`config.mk`:
```
export PLATFORM = sky130hd
export DESIGN_NAME = blkcopy_top
export DESIGN_NICKNAME = d
export VERILOG_FILES = /design/src/rtl/blkcopy_pkg.sv /design/src/rtl/blkcopy_ram.sv /design/src/rtl/blkcopy_counter.sv /design/src/rtl/blkcopy_fsm.sv /design/src/rtl/blkcopy_top.sv
export SDC_FILE = /design/constraint.sdc
export NUM_CORES = 2
export LEC_CHECK = 0
export CORE_ASPECT_RATIO = 1.2
export CORE_MARGIN = 4
export CORE_UTILIZATION = 40
export CTS_BUF_LIST = sky130_fd_sc_hd__clkbuf_8
export DETAILED_ROUTE_END_ITERATION = 7
export PLACE_DENSITY = 0.59
export SYNTH_ARGS = -nofsm -noshare
export SYNTH_HDL_FRONTEND = slang
export SYNTH_SLANG_ARGS = --single-unit
```
`constraint.sdc`:
```
create_clock -name clk -period 11 [get_ports clk]
set_clock_uncertainty 0.2 [all_clocks]
set_input_delay 1.65 -clock clk [delete_from_list [all_inputs] [get_ports clk]]
set_output_delay 1.65 -clock clk [all_outputs]
set_load 0.02 [all_outputs]
```
`src/rtl/blkcopy_pkg.sv`:
```
package blkcopy_pkg;

    typedef enum logic [2:0] {
        CP_IDLE  = 3'd0,
        CP_RADDR = 3'd1,
        CP_RLOAD = 3'd2,
        CP_WRITE = 3'd3,
        CP_DONE  = 3'd4
    } cp_state_e;

    typedef struct packed {
        logic cnt_clr;
        logic cnt_en;
        logic hold_ld;
        logic mem_we;
        logic dst_sel;
        logic busy;
        logic done;
    } cp_ctrl_t;

    function automatic cp_ctrl_t ctrl_of(cp_state_e s);
        cp_ctrl_t c;
        c = '0;
        case (s)
            CP_IDLE:  c.cnt_clr = 1'b1;
            CP_RADDR: c.busy = 1'b1;
            CP_RLOAD: begin c.busy = 1'b1; c.hold_ld = 1'b1; end
            CP_WRITE: begin
                c.busy    = 1'b1;
                c.mem_we  = 1'b1;
                c.dst_sel = 1'b1;
                c.cnt_en  = 1'b1;
            end
            CP_DONE:  c.done = 1'b1;
            default:  c = '0;
        endcase
        return c;
    endfunction

endpackage

```
`src/rtl/blkcopy_ram.sv`:
```
module blkcopy_ram #(
    parameter int AW = 9,
    parameter int DW = 4
) (
    input  logic          clk,
    input  logic          we,
    input  logic [AW-1:0] addr,
    input  logic [DW-1:0] din,
    output logic [DW-1:0] dout
);
    localparam int DEPTH = 1 << AW;

    logic [DW-1:0] cells [DEPTH];
    logic [AW-1:0] addr_q;

    always_ff @(posedge clk) begin
        if (we) cells[addr] <= din;
        addr_q <= addr;
    end

    assign dout = cells[addr_q];
endmodule

```
`src/rtl/blkcopy_counter.sv`:
```
module blkcopy_counter #(
    parameter int W = 5
) (
    input  logic         clk,
    input  logic         rst,
    input  logic         clr,
    input  logic         en,
    output logic [W-1:0] count,
    output logic         at_last
);
    localparam logic [W-1:0] LAST = {W{1'b1}};

    always_ff @(posedge clk) begin
        if (rst || clr) count <= '0;
        else if (en)    count <= count + 1'b1;
    end

    assign at_last = (count == LAST);

    // the count moves by exactly one after every enabled cycle
    a_r4_count_step: assert property (@(posedge clk) disable iff (rst)
        ($past(en) && !$past(clr) && !$past(rst)) |-> count == $past(count) + 1'b1);
endmodule

```
`src/rtl/blkcopy_fsm.sv`:
```
module blkcopy_fsm
    import blkcopy_pkg::*;
(
    input  logic     clk,
    input  logic     rst,
    input  logic     start,
    input  logic     at_last,
    output cp_ctrl_t ctrl
);
    cp_state_e state, nxt;

    always_comb begin
        nxt = state;
        case (state)
            CP_IDLE:  if (start) nxt = CP_RADDR;
            CP_RADDR: nxt = CP_RLOAD;
            CP_RLOAD: nxt = CP_WRITE;
            CP_WRITE: nxt = at_last ? CP_DONE : CP_RADDR;
            CP_DONE:  nxt = CP_IDLE;
            default:  nxt = CP_IDLE;
        endcase
    end

    always_ff @(posedge clk) begin
        if (rst) state <= CP_IDLE;
        else     state <= nxt;
    end

    assign ctrl = ctrl_of(state);

    // completion is a single-cycle pulse followed by idle
    a_r5_done_single: assert property (@(posedge clk) disable iff (rst)
        ctrl.done |=> (!ctrl.done && !ctrl.busy));
    // a write always follows the cycle that loaded the holding register
    a_r4_write_after_load: assert property (@(posedge clk) disable iff (rst)
        ctrl.mem_we |-> $past(ctrl.hold_ld));
endmodule

```
`src/rtl/blkcopy_top.sv`:
```
module blkcopy_top
    import blkcopy_pkg::*;
#(
    parameter int ADDR_W = 9,
    parameter int DATA_W = 4,
    parameter int CNT_W  = 5
) (
    input  logic              clk,
    input  logic              rst,
    input  logic              start,
    output logic              done,
    output logic              busy,
    input  logic [ADDR_W-1:0] ext_addr,
    input  logic [DATA_W-1:0] ext_wdata,
    input  logic              ext_we,
    output logic [DATA_W-1:0] ext_rdata
);
    localparam int HI_W = ADDR_W - CNT_W - 1;

    cp_ctrl_t          ctrl;
    logic [CNT_W-1:0]  count;
    logic              at_last;
    logic [DATA_W-1:0] hold_q;
    logic [ADDR_W-1:0] ram_addr;
    logic [DATA_W-1:0] ram_din, ram_dout;
    logic              ram_we;
    logic [ADDR_W-1:0] copy_addr;

    blkcopy_fsm u_fsm (
        .clk(clk), .rst(rst), .start(start), .at_last(at_last), .ctrl(ctrl)
    );

    blkcopy_counter #(.W(CNT_W)) u_cnt (
        .clk(clk), .rst(rst), .clr(ctrl.cnt_clr), .en(ctrl.cnt_en),
        .count(count), .at_last(at_last)
    );

    always_ff @(posedge clk) begin
        if (rst)               hold_q <= '0;
        else if (ctrl.hold_ld) hold_q <= ram_dout;
    end

    assign copy_addr = {{HI_W{1'b0}}, ctrl.dst_sel, count};

    always_comb begin
        if (ctrl.busy) begin
            ram_addr = copy_addr;
            ram_din  = hold_q;
            ram_we   = ctrl.mem_we;
        end else begin
            ram_addr = ext_addr;
            ram_din  = ext_wdata;
            ram_we   = ext_we;
        end
    end

    blkcopy_ram #(.AW(ADDR_W), .DW(DATA_W)) u_ram (
        .clk(clk), .we(ram_we), .addr(ram_addr), .din(ram_din), .dout(ram_dout)
    );

    assign done      = ctrl.done;
    assign busy      = ctrl.busy;
    assign ext_rdata = ram_dout;

    // the holding register captures the read data of the load cycle
    a_r2_hold_capture: assert property (@(posedge clk) disable iff (rst)
        ($past(ctrl.hold_ld) && !$past(rst)) |-> hold_q == $past(ram_dout));
    // upper address bits stay zero during a copy
    a_r3_high_zero: assert property (@(posedge clk) disable iff (rst)
        busy |-> ram_addr[ADDR_W-1:CNT_W+1] == '0);
    // reads use the lower half, writes the upper half
    a_r3_half_select: assert property (@(posedge clk) disable iff (rst)
        busy |-> (ram_addr[CNT_W] == ram_we));
endmodule

```
==> results.sh <==
export IMPL_core_um2=205000
export IMPL_synth_async_sr_flop_share_pct=0
export IMPL_fill_cells=17600
export IMPL_crit_arrival_ns=6.56
export IMPL_grt_start_max_net_pins=246
export IMPL_rows=182
export IMPL_vias_per_cell=5.66
export IMPL_synth_edff_count=2048
export IMPL_ys_warn_count=0
export IMPL_status="finished, final reports clean"
export IMPL_reg2reg_slack_ns=5.79
export IMPL_worstMarginPinSlew_ns=1.36
export IMPL_start_kind="register"
export IMPL_synthesis_nets=4315
export IMPL_start_util_pct=40.3
export IMPL_boundaryPins=23
export IMPL_reg2reg_depth=9
export IMPL_hp_class="register to register"
export IMPL_cts_buffers=319
export IMPL_drt_first_iter_violations=4196
export IMPL_min_path_cells=2
export IMPL_clockRootBuffer="clkbuf_8"
export IMPL_antenna_left=0
export IMPL_clock_latency_ns=1.02
export IMPL_place_detailed_hpwl_mm=127
export IMPL_synth_ff_type="edfxtp_1"
export IMPL_reg2reg_to="hold_q[3]$_SDFFE_PP0P_"
export IMPL_clk_pin_slew_ns=0.06
export IMPL_grt_pass1_vias=43700
export IMPL_cts_setup_buffers=0
export IMPL_worstSetupEndpointType="output pin"
export IMPL_fin_crit_ns=8.41
export IMPL_ir_worst_vdd_mv=0.105
export IMPL_multi_input_area_um2=18800
export IMPL_max_freq_mhz=119
export IMPL_place_congestion=0.820
export IMPL_grt_usage_pct=19.9
export IMPL_antenna_found_initial=4
export IMPL_min_delay_worst_endpoint="u_cnt.count[3]$_SDFFE_PP0P_"
export IMPL_syn2layout_area_growth_pct=9.87
export IMPL_syn_inst=4296
export IMPL_hold_viol=0
export IMPL_num_vias=42100
export IMPL_cp_max_fo=47
export IMPL_rsz0062_at_grt="no"
export IMPL_min_from="u_cnt.count[3]$_SDFFE_PP0P_"
export IMPL_setup_viol=0
export IMPL_synthesis_area_um2=82600
export IMPL_grt_overflow=0
export IMPL_yosys_area_share_simple_pct=4.42
export IMPL_synth_compound_gate_area_share_pct=3.33
export IMPL_grt_pass1_wl_mm=311
export IMPL_leakage_nw=28.0
export IMPL_finalWirelength_mm=215
export IMPL_ys_seq_area_share_pct=75.0
export IMPL_synth_seq_cells=2069
export IMPL_fin_nets=4465
export IMPL_synthAdderAreaFrac_pct=0.0303
export IMPL_drive_gt1_share_pct=18.7
export IMPL_port_buffers=22
export IMPL_required_ns=9.15
export IMPL_clockBufferDepth=4
export IMPL_die_height_um=506
export IMPL_fin_crit_sh_pct=76.4
export IMPL_ff_latch_area_um2=61900
export IMPL_hold_buffers=0
export IMPL_max_slew_margin_pct=8.77
export IMPL_fin_tns_setup_ns=0
export IMPL_die_area_um2=214000
export IMPL_muxShareOfSynthArea_pct=14.8
export IMPL_routedWlPerCell_um=28.9
export IMPL_htreeDepth=5
export IMPL_slew_violations=0
export IMPL_cts_tree="yes"
export IMPL_totalPowerFinal_mw=17.8
export IMPL_syn_area_per_cell_um2=19.2
export IMPL_p_per_area_nw_per_um2=196
export IMPL_drt_first_pass_iters=6
export IMPL_cts_resized=0
export IMPL_synth_top_family_by_area="multiplexers"
export IMPL_synth_xor_area_share_pct=0.0106
export IMPL_die_w_um=423
export IMPL_max_cap_violations=0
export IMPL_clkSinkCount=2069
export IMPL_crit_type="register to output pin"
export IMPL_drc=0
export IMPL_synth_distinct_cells=69
==> final cells by class <==
cell class / instances / area share [%]
antenna: 2 / 0.00551
clock buffer: 329 / 4.99
clock inverter: 217 / 1.20
inverter: 15 / 0.0620
multi-input combinational: 1938 / 20.7
sequential: 2069 / 68.2
tap: 2760 / 3.80
timing repair buffer: 103 / 1.02
==> layout by cell type, fill, tap and decap left out, types with 17 or more instances in the layout <==
cell,instances
edfxtp_1,2048
nor2_1,589
mux4_2,348
clkbuf_8,329
mux2i_1,197
nand2_1,176
inv_1,90
mux4_1,88
clkinv_1,81
buf_4,73
a21oi_1,68
o22ai_1,65
a22oi_1,50
o21ai_0,46
o221ai_1,39
clkinv_2,39
nand3_1,25
a211oi_1,22
clkdlybuf4s50_1,22
a221oi_1,20
a31oi_1,17
==> cell families after synthesis <==
| logic type | Yosys count |
|---|---|
| buf+inv | 289 |
| xor+xnor | 1 |
| mux | 640 |
| simple gates | 899 |
| fa+ha+maj | 2 |
| flops | 2069 |
| compound gates | 396 |
==> power breakdown <==
| part | leakage [nW] | internal [mW] | switching, mW |
|---|---|---|---|
| Sequential | 18.8 | 9.15 | 0.0795 |
| Clock | 3.18 | 2.93 | 2.90 |
| Combinational | 6.09 | 0.850 | 1.86 |
| Total | 28.0 | 12.9 | 4.84 |
==> worst max-delay path by stage <==
| stage | startpoint | endpoint | slack [ns] |
|---|---|---|---|
| 2_1_floorplan | ext_wdata[0] | u_ram.cells[0][0]$_DFFE_PP_ | 1.72 |
| 3_3_place_gp | register | ext_rdata[3] | 3.57 |
| 3_5_place_dp | register | ext_rdata[3] | 3.48 |
| 4_1_cts | register | ext_rdata[3] | 2.36 |
| 5_1_grt | register | ext_rdata[3] | 2.36 |
| 6_report | register | ext_rdata[3] | 2.59 |
==> synthesized netlist by cell type (4+ instances only) <==
| library cell | instances | share of area (%) |
|---|---|---|
| a311oi_1 | 6 | 0.064 |
| nor2b_1 | 16 | 0.12 |
| o2111ai_1 | 6 | 0.064 |
| buf_4 | 33 | 0.30 |
| a22oi_1 | 50 | 0.45 |
| o221ai_1 | 39 | 0.41 |
| mux4_1 | 88 | 2.8 |
| buf_1 | 5 | 0.023 |
| a211oi_1 | 23 | 0.21 |
| a2111oi_0 | 4 | 0.042 |
| inv_1 | 12 | 0.055 |
| o22ai_1 | 65 | 0.49 |
| and3_1 | 7 | 0.053 |
| nand2b_1 | 8 | 0.061 |
| buf_6 | 33 | 0.45 |
| nor2_1 | 593 | 2.7 |
| o21bai_1 | 8 | 0.073 |
| mux2i_1 | 197 | 2.4 |
| a41oi_1 | 4 | 0.042 |
| buf_2 | 46 | 0.28 |
| a32oi_1 | 6 | 0.064 |
| nor3b_1 | 5 | 0.045 |
| a221oi_1 | 20 | 0.21 |
| a21oi_1 | 68 | 0.41 |
| dfxtp_1 | 21 | 0.51 |
| buf_8 | 18 | 0.33 |
| clkbuf_8 | 9 | 0.15 |
| and2_1 | 10 | 0.076 |
| clkbuf_1 | 112 | 0.51 |
| nand3_1 | 25 | 0.15 |
| mux2_2 | 7 | 0.095 |
| nor3_1 | 13 | 0.079 |
| a22o_1 | 9 | 0.095 |
| o41ai_1 | 7 | 0.074 |
| o21ai_0 | 46 | 0.28 |
| nand2_1 | 196 | 0.89 |
| edfxtp_1 | 2048 | 74 |
| mux4_2 | 348 | 9.5 |
| a31oi_1 | 17 | 0.13 |
| nor4_1 | 4 | 0.030 |
| buf_12 | 14 | 0.34 |
| nand3b_1 | 5 | 0.045 |
==> sequential cells by signal, summed over array words and instances (netlist names), named ones only <==
signal	cells
u_ram.cells	2048
u_cnt.count	5
hold_q	4
u_fsm.state	3
==> worst max-delay path, stage by stage (launching register included) <==
cell             delay, ns
dfxtp_4               1.01
buf_4                 0.74
nor2_4                0.07
nand2_1               0.59
o22ai_1               0.17
o41ai_1               0.44
nand2_1               0.16
nor4_1                0.86
nand2_1               0.42
nand2_1               0.32
clkdlybuf4s50_1       0.66
==> stage by stage <==
| step | area [um^2] | setup slack (ns) | utilization [%] | hold WS, ns | cells |
|---|---|---|---|---|---|
| finish | 90800 | 2.59 | 44.2 | 0.341 | 7433 |
| global route | 90800 | 2.36 | 44.2 | 0.375 | 7432 |
| CTS | 90800 | 2.36 | 44.2 | 0.339 | 7431 |
| detailed placement | 85100 | 3.48 | 41.5 | 0.325 | 6885 |
| global placement | 85100 | 3.57 | 41.5 | 0.331 | 6885 |
| floorplan | 82600 | 1.72 | - | 0.271 | 4296 |
==> routing by layer <==
layer / global-route usage (%) / up-vias / part of all wire, %
met4: 7.65 / 4 / 4.0
met2: 35.1 / 1650 / 52
li1: - / 17800 / -
met3: 3.66 / 430 / 5.9
met1: 24.2 / 22200 / 38
met5: 0 / - / 0.012
Note: power is estimated with default switching activity, not from simulation.
